--- src/rtl/irqc_pkg.sv ---
// Package: shared constants and the slot-to-source map of the interrupt controller.
// Assumes source ids are pins first (0..NUM_EXT-1), then events.
package irqc_pkg;
    localparam int NUM_EXT   = 5;
    localparam int NUM_EVT   = 14;
    localparam int NUM_SRC   = NUM_EXT + NUM_EVT;
    localparam int NUM_MSLOT = 15;
    localparam int NUM_SEL   = 4;
    localparam int NUM_CAND  = NUM_MSLOT + 1;
    localparam int SLOT_W    = $clog2(NUM_CAND);
    localparam int VEC_W     = 16;
    localparam int EVT_BASE  = NUM_EXT;

    // First (select = 0) source id of a maskable slot.
    function automatic int prim_src(input int s);
        case (s)
            0, 1, 2:  return s;
            3:        return EVT_BASE + 0;
            4:        return EVT_BASE + 1;
            5:        return EVT_BASE + 3;
            12:       return 3;
            13:       return 4;
            14:       return EVT_BASE + 12;
            default:  return EVT_BASE + 5 + (s - 6);
        endcase
    endfunction

    // Second (select = 1) source id, or -1 for an unshared slot.
    function automatic int alt_src(input int s);
        case (s)
            4:        return EVT_BASE + 2;
            5:        return EVT_BASE + 4;
            13:       return EVT_BASE + 11;
            14:       return EVT_BASE + 13;
            default:  return -1;
        endcase
    endfunction

    // Index of the select bit that steers a shared slot.
    function automatic int sel_idx(input int s);
        case (s)
            5:        return 1;
            13:       return 2;
            14:       return 3;
            default:  return 0;
        endcase
    endfunction
endpackage

--- src/rtl/irqc_pin_edge.sv ---
// Module: synchronizes asynchronous pins and flags the selected edge per pin.
// Assumes the polarity input is quasi-static; a flip behaves like an edge of
// the compared level, which is the intended spurious-request behaviour.
module irqc_pin_edge #(
    parameter int N = 5
) (
    input  logic         clk,
    input  logic         rst_n,
    input  logic [N-1:0] pin_i,
    input  logic [N-1:0] rise_i,
    output logic [N-1:0] edge_o
);
    logic [N-1:0] meta_q;
    logic [N-1:0] sync_q;
    logic [N-1:0] prev_q;
    logic [N-1:0] act_w;

    // Active level: the pin itself for rising, its inverse for falling.
    assign act_w  = ~(sync_q ^ rise_i);
    assign edge_o = act_w & ~prev_q;

    // Two-flop synchronizer and previous-active-level store.
    always_ff @(posedge clk) begin
        if (!rst_n) begin
            meta_q <= '0;
            sync_q <= '0;
            prev_q <= '1;
        end else begin
            meta_q <= pin_i;
            sync_q <= meta_q;
            prev_q <= act_w;
        end
    end
endmodule

--- src/rtl/irqc_req_bank.sv ---
// Module: per-slot source select, request bits and enable bits.
// Assumes triggers are one-cycle pulses; set wins over any clear.
module irqc_req_bank
    import irqc_pkg::*;
(
    input  logic                 clk,
    input  logic                 rst_n,
    input  logic [NUM_SRC-1:0]   trig_i,
    input  logic [NUM_SEL-1:0]   sel_i,
    input  logic                 req_wr_i,
    input  logic [NUM_MSLOT-1:0] req_wdata_i,
    input  logic                 en_wr_i,
    input  logic [NUM_MSLOT-1:0] en_wdata_i,
    input  logic [NUM_MSLOT-1:0] ack_clr_i,
    output logic [NUM_MSLOT-1:0] set_o,
    output logic [NUM_MSLOT-1:0] req_o,
    output logic [NUM_MSLOT-1:0] en_o
);
    logic [NUM_MSLOT-1:0] req_q;
    logic [NUM_MSLOT-1:0] en_q;
    logic [NUM_MSLOT-1:0] keep_w;

    // Route each slot's set pulse from its fixed or selected source.
    for (genvar s = 0; s < NUM_MSLOT; s++) begin : g_slot
        localparam int P = prim_src(s);
        localparam int A = alt_src(s);
        localparam int K = sel_idx(s);
        if (A >= 0) begin : g_shared
            assign set_o[s] = sel_i[K] ? trig_i[A] : trig_i[P];
        end else begin : g_single
            assign set_o[s] = trig_i[P];
        end
    end

    // Software may only clear: a written 0 drops the bit.
    assign keep_w = req_wr_i ? req_wdata_i : '1;

    // Request bits: clear by write or acceptance, hardware set wins.
    always_ff @(posedge clk) begin
        if (!rst_n) req_q <= '0;
        else        req_q <= (req_q & keep_w & ~ack_clr_i) | set_o;
    end

    // Enable bits: plain software-loaded register.
    always_ff @(posedge clk) begin
        if (!rst_n)       en_q <= '0;
        else if (en_wr_i) en_q <= en_wdata_i;
    end

    assign req_o = req_q;
    assign en_o  = en_q;
endmodule

--- src/rtl/irqc_arb.sv ---
// Module: fixed-priority picker, lowest index wins.
// Assumes the candidate vector is already masked.
module irqc_arb
    import irqc_pkg::*;
#(
    parameter int N = NUM_CAND
) (
    input  logic [N-1:0]      cand_i,
    output logic              found_o,
    output logic [SLOT_W-1:0] idx_o
);
    // Scan from the lowest priority upward so the lowest index lands last.
    always_comb begin
        found_o = 1'b0;
        idx_o   = '0;
        for (int i = N - 1; i >= 0; i--) begin
            if (cand_i[i]) begin
                found_o = 1'b1;
                idx_o   = SLOT_W'(i);
            end
        end
    end
endmodule

--- src/rtl/irq_vector_ctrl.sv ---
// Module: top of the vectored interrupt controller.
// Assumes boundary_i pulses at instruction edges and iflag_i is the core's
// current disable flag; vec_o is meaningful only while take_o is high.
module irq_vector_ctrl
    import irqc_pkg::*;
#(
    parameter logic [VEC_W-1:0] VEC_TOP = 16'hFFFC
) (
    input  logic                 clk,
    input  logic                 rst_n,
    input  logic [NUM_EXT-1:0]   ext_pin_i,
    input  logic [NUM_EXT-1:0]   ext_rise_i,
    input  logic [NUM_EVT-1:0]   evt_i,
    input  logic [NUM_SEL-1:0]   share_sel_i,
    input  logic                 req_wr_i,
    input  logic [NUM_MSLOT-1:0] req_wdata_i,
    input  logic                 en_wr_i,
    input  logic [NUM_MSLOT-1:0] en_wdata_i,
    input  logic                 brk_i,
    input  logic                 iflag_i,
    input  logic                 boundary_i,
    output logic [NUM_MSLOT-1:0] req_o,
    output logic [NUM_MSLOT-1:0] en_o,
    output logic                 take_o,
    output logic                 set_iflag_o,
    output logic [VEC_W-1:0]     vec_o
);
    localparam logic [SLOT_W-1:0] BRK_IDX = SLOT_W'(NUM_MSLOT);

    logic [NUM_EXT-1:0]   pin_edge_w;
    logic [NUM_SRC-1:0]   trig_w;
    logic [NUM_MSLOT-1:0] slot_set_w;
    logic [NUM_MSLOT-1:0] ack_clr_w;
    logic [NUM_CAND-1:0]  cand_w;
    logic                 found_w;
    logic [SLOT_W-1:0]    idx_w;
    logic                 brk_pend_q;
    logic                 rst_pend_q;
    logic                 take_src_w;

    irqc_pin_edge #(.N(NUM_EXT)) u_pins (
        .clk    (clk),
        .rst_n  (rst_n),
        .pin_i  (ext_pin_i),
        .rise_i (ext_rise_i),
        .edge_o (pin_edge_w)
    );

    assign trig_w = {evt_i, pin_edge_w};

    irqc_req_bank u_bank (
        .clk         (clk),
        .rst_n       (rst_n),
        .trig_i      (trig_w),
        .sel_i       (share_sel_i),
        .req_wr_i    (req_wr_i),
        .req_wdata_i (req_wdata_i),
        .en_wr_i     (en_wr_i),
        .en_wdata_i  (en_wdata_i),
        .ack_clr_i   (ack_clr_w),
        .set_o       (slot_set_w),
        .req_o       (req_o),
        .en_o        (en_o)
    );

    // Maskable candidates gated by enable and the global flag; break is not.
    assign cand_w = {brk_pend_q, req_o & en_o & {NUM_MSLOT{~iflag_i}}};

    irqc_arb #(.N(NUM_CAND)) u_arb (
        .cand_i  (cand_w),
        .found_o (found_w),
        .idx_o   (idx_w)
    );

    // Acceptance and vector: reset entry first, else the arbiter's winner.
    assign take_o      = boundary_i & (rst_pend_q | found_w);
    assign set_iflag_o = take_o;
    assign take_src_w  = take_o & ~rst_pend_q;
    assign vec_o       = rst_pend_q ? VEC_TOP
                       : VEC_TOP - (VEC_W'(idx_w) << 1) - VEC_W'(2);

    // One-hot clear of the accepted maskable slot.
    assign ack_clr_w = (take_src_w && idx_w != BRK_IDX)
                     ? (NUM_MSLOT'(1) << idx_w) : '0;

    // Break request latch: a new strobe wins over acceptance.
    always_ff @(posedge clk) begin
        if (!rst_n)                              brk_pend_q <= 1'b0;
        else if (brk_i)                          brk_pend_q <= 1'b1;
        else if (take_src_w && idx_w == BRK_IDX) brk_pend_q <= 1'b0;
    end

    // Reset entry: pending from reset until the first boundary.
    always_ff @(posedge clk) begin
        if (!rst_n)      rst_pend_q <= 1'b1;
        else if (take_o) rst_pend_q <= 1'b0;
    end
endmodule

--- config.mk ---
export PLATFORM = sky130hd
export DESIGN_NAME = irq_vector_ctrl
export DESIGN_NICKNAME = d
export VERILOG_FILES = /design/src/rtl/irqc_pkg.sv /design/src/rtl/irqc_pin_edge.sv /design/src/rtl/irqc_req_bank.sv /design/src/rtl/irqc_arb.sv /design/src/rtl/irq_vector_ctrl.sv
export SDC_FILE = /design/constraint.sdc
export NUM_CORES = 1
export LEC_CHECK = 0
export BUFFER_PORTS_ARGS = -buffer_cell sky130_fd_sc_hd__buf_2
export CORE_MARGIN = 2
export CORE_UTILIZATION = 50
export DETAILED_ROUTE_END_ITERATION = 12
export PLACE_DENSITY = 0.86
export SYNTH_ARGS = -nofsm -noshare
export SYNTH_HDL_FRONTEND = slang
export SYNTH_SLANG_ARGS = --single-unit
--- constraint.sdc ---
create_clock -name clk -period 4.9 [get_ports clk]
set_clock_uncertainty 0.15 [all_clocks]
set_input_delay 0.245 -clock clk [delete_from_list [all_inputs] [get_ports clk]]
set_output_delay 0.245 -clock clk [all_outputs]
set_load 0.03 [all_outputs]
==> run metrics, run 1 <==
die span in y=a little over 70 um; CP endpoint kind=output pin; crit start category=flip-flop; 1st-iter DRT viols=93; top_reg_cell synth=dfxtp_1; power share of the sequential group=between 40 and 50%; Post-Route WL=5.98 mm; global-route wire length before repair=around 9.2 mm; latest clock arrival within the worst-skew pair=0.30 ns; fin. max-slew vios=0; Inserted Diodes=0; Reg clk slew, reported paths=0.08 ns; WL/cell=approximately 14 um; internal power=around 600 uW; global route total overflow=0; combinational share of power=24.7%; IR Drop Worst-Case VDD=roughly 0.00017 V; Synth cell types=57; Avg Inst Size Synth=8.96 um^2; layout cells sized above 1=between 30% and 40%; clk buf depth=2; initial antenna violation count=0; power density cells=between 200 and 300 mW/mm^2; fin worst setup slack=around 2.3 ns; sequential area share after synthesis=~40%; hold slack final=0.0156 ns; Gate Count Post-Synth=between 200 and 300; critical path class=reg2out; net switching power=283 uW; hold bufs inserted after CTS=3; CTS H-Tree Depth=2; RSZ-0062 raised after global routing=false; WP data required=between 4 and 5 ns; EDFF count, synth=0; Die ar.=0.00526 mm^2; FP Rows=24; Overall Global Routing Usage=between 20% and 30%; Final Non-Filler Cells=roughly 410; chip width=roughly 73 um; Port Buffers=between 100 and 150; Syn. warnings=0; gp weighted congestion=about 0.92; num ports=around 110; TNS Setup=0 ns; Setup Buffers After CTS=0; drt drc=0; crit path DAT=about 2.2 ns; Net Sw Frac=32.1%; worst rel slew slack=61.8%; Post-synth ARST share=0%; clock sink count=47; vias in the first global route=between 1500 and 2000; Min Clock Period, post-route=between 2 and 3 ns; setup slack at placement=about 2.5 ns; slew at the pin closest to its max-slew limit=about 0.56 ns; final antenna-violating net count=0; Initial Utilization=~53%; drt pass-1 iters=4; power share of the clock group=26.7%; Achievable Freq=around 0.38 GHz; CORE AREA=0.00444 mm^2; Leak Pwr=between 1 and 1.5 nW; final cycle utilization of the critical path=53.4%; # setup viols final=0; Num CTS Buffers=5; nets@finish=approximately 430; Max-Cap Viols=0; via count=between 2000 and 2500; area delta synth->final=25.4%; FF+latch count, synth=between 40 and 50; average vias per placed instance=between 5 and 6; largest fanout on the critical path=5; CTS Root Cell=clkbuf_8; cts repair resizes=0; final hold vios=0; largest net degree at the start of global routing=34; Inst Count DP=around 400; mapped cell area=around 0.0023 mm^2; Hold WC Path Type=in2reg; hpwl dp=approximately 4.6 mm; CTS tree=built; status=complete, no violations
[placed cells by master, fill, tap and decap left out, drive strengths merged, types with 2 or more instances in the layout]
cell type,synthesis,final
a22oi,3,3
mux2i,18,18
nand3,2,2
dfxtp,47,47
xnor2,2,2
a21oi,11,11
a21o,2,2
nand2b,5,5
a31oi,5,5
o21ai,17,17
inv,8,8
nor3,6,6
nor2,24,24
o32ai,2,2
clkbuf,6,6
nand2,26,26
dlygate4sd3,0,3
clkinv,1,2
o311a,2,2
buf,14,101
conb,2,11
nor2b,4,4
o211ai,5,5
nand3b,2,2
nor4,3,3
o221ai,2,2
and2,14,14
a32oi,3,3
a22o,2,2
xor2,4,4
o21a,5,5
[power by group through the flow]
stage / Sequential (mW) / Clock [mW] / Combinational, mW
floorplan: 0.465 / 0 / 0.122
detailed placement: 0.437 / 0 / 0.215
CTS: 0.428 / 0.241 / 0.218
finish: 0.428 / 0.235 / 0.218
global route: 0.432 / 0.254 / 0.234
global placement: 0.435 / 0 / 0.212
[critical path, stage by stage (launching register included)]
cell,delay [ns]
dfxtp_1,0.36
a22oi_1,0.30
nor2_1,0.12
o311ai_1,0.55
a31oi_1,0.28
nand2_1,0.11
buf_2,0.20
[sequential cells by signal (all words and copies together) (netlist names)]
register and flops:
u_bank.req_o 15, u_bank.en_o 15, u_pins.prev_q 5, u_pins.sync_q 5
brk_pend_q 1, rst_pend_q 1, u_pins.meta_q 5
[routing by layer]
metal  up-vias  part of all wire [%]  track usage, %
li1       1110                     -               -
met1      1048                    45            29.0
met2        87                    47            37.6
met3         8                   6.6            4.86
met4         0                   1.4            7.41
met5         -                     0               0
[path summary, 6_finish.rpt]
path                      endpoint  slack (ns)             start  cells after the start
hold reg to reg   u_pins.sync_q[0]        0.29  u_pins.meta_q[0]                      1
hold / removal          rst_pend_q        0.02        boundary_i                      2
setup / recovery          vec_o[3]        2.28    u_bank.en_o[7]                      6
setup reg to reg  u_bank.req_o[14]        2.78   u_bank.req_o[5]                      6
[final cells by class]
| type | instances | area (um^2) |
|---|---|---|
| clock inverters | 1 | 5.00 |
| repair buffers | 104 | 536 |
| flip-flops and latches | 47 | 941 |
| fillers | 374 | 1500 |
| inverters | 9 | 33.8 |
| multi-input cells | 195 | 1280 |
| well taps | 52 | 65.1 |
| clock buffers | 6 | 82.6 |
[logic make-up (layout without fill, tap and decap cells)]
| logic type | count (synthesis) | count (layout) | synth area share [%] |
|---|---|---|---|
| and+or+nand+nor | 89 | 89 | 20.1 |
| AOI/OAI and AO/OA | 71 | 71 | 22.8 |
| other | 2 | 11 | 0.320 |
| muxes | 18 | 18 | 7.68 |
| DFF | 47 | 47 | 40.1 |
| buffers and inverters | 29 | 120 | 6.77 |
| xor gates and xnor gates | 6 | 6 | 2.24 |
[synthesized netlist by cell type (2+ instances only)]
cell / count / share of area [%]
dfxtp_1: 47 / 40
nand2_1: 26 / 4.2
nor2_1: 24 / 3.8
mux2i_1: 18 / 7.7
o21ai_0: 14 / 3.0
and2_1: 13 / 3.5
buf_4: 13 / 4.2
a21oi_1: 9 / 1.9
inv_1: 8 / 1.3
clkbuf_1: 6 / 0.96
a31oi_1: 5 / 1.3
nand2b_1: 5 / 1.3
nor3_1: 5 / 1.1
o211ai_1: 5 / 1.6
o21a_1: 5 / 1.6
nor2b_1: 4 / 1.1
xor2_1: 4 / 1.5
a22oi_1: 3 / 0.96
a32oi_1: 3 / 1.1
a21oi_2: 2 / 0.75
a22o_1: 2 / 0.75
conb_1: 2 / 0.32
nand3b_1: 2 / 0.64
o221ai_1: 2 / 0.75
o311a_1: 2 / 0.85
xnor2_1: 2 / 0.75
[metrics by stage]
| stage | total power, mW | instance area (um^2) | util (%) |
|---|---|---|---|
| floorplan | 0.588 | 2380 | - |
| global placement | 0.647 | 2830 | 63.6 |
| detailed placement | 0.652 | 2830 | 63.6 |
| CTS | 0.886 | 2940 | 66.2 |
| global route | 0.920 | 2940 | 66.2 |
| finish | 0.881 | 2940 | 66.2 |
Note: power is estimated with default switching activity, not from simulation.
==> run 2: changes to the inputs <==
--- a/config.mk
+++ b/config.mk
@@ -5,11 +5,12 @@
 export SDC_FILE = /design/constraint.sdc
 export NUM_CORES = 1
 export LEC_CHECK = 0
+export ABC_AREA = 1
 export BUFFER_PORTS_ARGS = -buffer_cell sky130_fd_sc_hd__buf_2
 export CORE_MARGIN = 2
-export CORE_UTILIZATION = 50
+export CORE_UTILIZATION = 42
 export DETAILED_ROUTE_END_ITERATION = 12
-export PLACE_DENSITY = 0.86
+export PLACE_DENSITY = 0.76
 export SYNTH_ARGS = -nofsm -noshare
 export SYNTH_HDL_FRONTEND = slang
 export SYNTH_SLANG_ARGS = --single-unit
==> constraint.sdc (replaced) <==
create_clock -name clk -period 2.2 [get_ports clk]
set_clock_uncertainty 0.15 [all_clocks]
set_input_delay 0.11 -clock clk [delete_from_list [all_inputs] [get_ports clk]]
set_output_delay 0.11 -clock clk [all_outputs]
set_load 0.03 [all_outputs]
==> run metrics, run 2 <==
drt pass-1 iters=4 (unchanged); initial antenna violation count=0 (unchanged); final cycle utilization of the critical path=between 90% and 100%; worst path buffer plus inverter count=1 (unchanged); CORE AREA=0.00554 mm^2 (+25%); Min Clock Period, post-route=around 2.2 ns; Post-DP Area=0.00297 mm^2 (+5.2%); EDFF count, synth=0 (unchanged); crit start category=flip-flop; Initial Utilization=44.0% (-8.8 points); Fillers=495 (+32%); CP endpoint kind=output pin; Hold WC Path Type=in2reg; Reg clk slew, reported paths=0.09 ns (about the same); Synth cell types=35 (-39%); CP delay by family, top=simple AND/OR/NAND/NOR gates; FP Rows=27 (+13%); die span in y=80.2 um (+11%); 1st-iter DRT viols=108 (+16%); status=complete, no violations; layout cells sized above 1=41.6% (+7.6 points); drt drc=0 (unchanged); Final Non-Filler Cells=543 (+31%); CP dominant cell by count=nand2_1; critical path class=reg2out; Avg Inst Size Synth=7.74 um^2 (-14%); via count=2603 (+16%); vias in the first global route=2447 (+23%); WL/cell=13.3 um (-7.5%); top_reg_cell synth=dfxtp_1; sequential area share after synthesis=38.6% (-1.5 points); Gate Count Post-Synth=315 (+20%); Die ar.=0.00643 mm^2 (+22%); Max-Cap Viols=0 (unchanged); num ports=113 (unchanged); final antenna-violating net count=0 (unchanged); Post-synth ARST share=0% (unchanged); hpwl dp=5.14 mm (+12%); total power=2.14 mW (+140%); most common cell after layout, fill and taps aside=buf_2; fin worst setup slack=0.0448 ns (-2.24 ns); chip width=80.2 um (+11%); Achievable Freq=approximately 0.46 GHz; post-route cell area=0.00364 mm^2 (+24%); worst rel slew slack=60.0% (-1.8 points); nets@finish=535 (+25%); slowest CP cell=dfxtp_2; WP data required=1.94 ns (-2.57 ns); largest net degree at the start of global routing=32 (-5.9%); biggest area consumer among synthesized cells=dfxtp_1; Num CTS Buffers=5 (unchanged); Inst Count DP=482 (+19%); CTS H-Tree Depth=2 (unchanged); post-synth top area share=38.6% (-1.5 points); clock sink count=47 (unchanged); RSZ-0062 raised after global routing=true; global-route wire length before repair=11.2 mm (+21%); setup slack at placement=0.0560 ns (-2.43 ns); Port Buffers=101 (unchanged); # setup viols final=0 (unchanged); final hold vios=0 (unchanged); Post-Route WL=7.25 mm (+21%); power density cells=588 mW/mm^2 (+97%); global route total overflow=0 (unchanged); largest fanout on the critical path=8 (+3); multi-input combinational cell area=0.00126 mm^2 (-1.5%); FF+latch count, synth=47 (unchanged); slew at the pin closest to its max-slew limit=0.599 ns (+0.0349 ns); CTS tree=built; Reg area=958 um^2 (+1.9%); crit-path cells=nand3_2 > nand2_1 > nand2_1 > nand2_1 > nand2_1 > nand2_1 > nand2_1 > nand2_2 > nand2_1 > nand2_1 > nand2_1 > nand2_1 > nand2_1 > nand2_2 > nand2_4 > a21oi_2 > buf_6; crit path DAT=1.90 ns (-0.32 ns); CTS Root Cell=clkbuf_8; Overall Global Routing Usage=22.4% (-0.15 points); clk buf depth=2 (unchanged); most frequent cells in the layout=buf_2 (98), nand2_1 (45), dlygate4sd3_1 (45); latest clock arrival within the worst-skew pair=0.30 ns (about the same); top cells by area, synth=dfxtp_1 (39%), nand2_1 (7.2%), nor2_1 (5.5%), nand3_2 (5.3%), o21ai_0 (4.9%); gp weighted congestion=0.878 (-4.3%); area delta synth->final=49.5%; CP peak stage delay=0.36 ns (-0.19 ns); Leak Pwr=1.85 nW (+32%); mapped cell area=0.00244 mm^2 (+3.8%); Inserted Diodes=0 (unchanged); average vias per placed instance=4.79 (-12%); IR Drop Worst-Case VDD=0.000411 V (+140%); Syn. warnings=0 (unchanged); most frequent cells after synthesis=dfxtp_1 (47), nand2_1 (47), nor2_1 (36); fin. max-slew vios=0 (unchanged)
run 2: changes by cell type in the layout (fill, tap and decap cells not counted), moves of 12 or more:
cell,change
buf_4,+12
nand3_2,+15
and2_1,-13
nand2_1,+19
dlygate4sd3_1,+42
inv_1,+24
dfxtp_1,-14
mux2i_1,-15
dfxtp_2,+14
nor2_1,+12
run 2: path summary, 6_finish.rpt:
check / startpoint / endpoint / slack, ns / cells after the start
max reg2reg: u_bank.en_o[13] / u_bank.req_o[6] / 0.16 / 18
min reg2reg: u_pins.meta_q[0] / u_pins.sync_q[0] / 0.27 / 2
min: evt_i[11] / u_bank.req_o[13] / 0.02 / 5
max: u_bank.req_o[14] / vec_o[1] / 0.04 / 17
run 2: timing repair:
| action | in CTS | in global routing |
|---|---|---|
| gates resized for setup | 4 | 22 |
| setup endpoints to repair | 1 | 10 |
| pin swaps | 0 | 7 |
| endpoints found under the hold margin | 39 | 0 |
| buffers inserted | 1 | 7 |
| hold buffers | 45 | 0 |
run 2: tightest hold or removal path, delay by kind of cell:
family | cells | cell delay (ns)
AO/OA/AOI/OAI | 2 | 0.11
buffers and inverters | 2 | 0.14
AND/OR/NAND/NOR | 1 | 0.05
run 2: cells by family after synthesis:
family	after synthesis	share of synthesized area (%)
AOI/OAI and AO/OA	62	15.3
xor gates and xnor gates	5	1.80
buffers and inverters	61	12.4
DFF	47	38.6
muxes	3	1.23
other	2	0.308
and+or+nand+nor	135	30.4
run 2: where the power goes:
group	switching, mW	internal, mW
logic	0.377	0.263
clock network	0.286	0.257
registers	0.0488	0.911
total	0.712	1.43
run 2: cell type report:
type	count	area share, %
tap	72	2.47
timing repair buffer	159	29.6
sequential	47	26.3
clock buffer	6	2.27
multi-input combinational	216	34.6
clock inverter	2	0.378
inverter	41	4.36
run 2: per-stage QoR:
stage	hold WS, ns	utilization, %	setup TNS (ns)
after floorplan	0.0576	-	0
after global placement	0.143	53.7	0
after detailed placement	0.148	53.7	0
after CTS	0.0137	63.9	0
after global routing	0.0292	65.8	-0.160
final	0.0162	65.8	0
run 2: metal layers:
layer  up-vias  global-route usage, %  routed length, um
met5         -                      0                  0
met4         0                   4.41                 31
met3         4                   4.83                508
met2        96                   41.3               3740
met1      1208                   26.5               2970
li1       1295                      -                  -
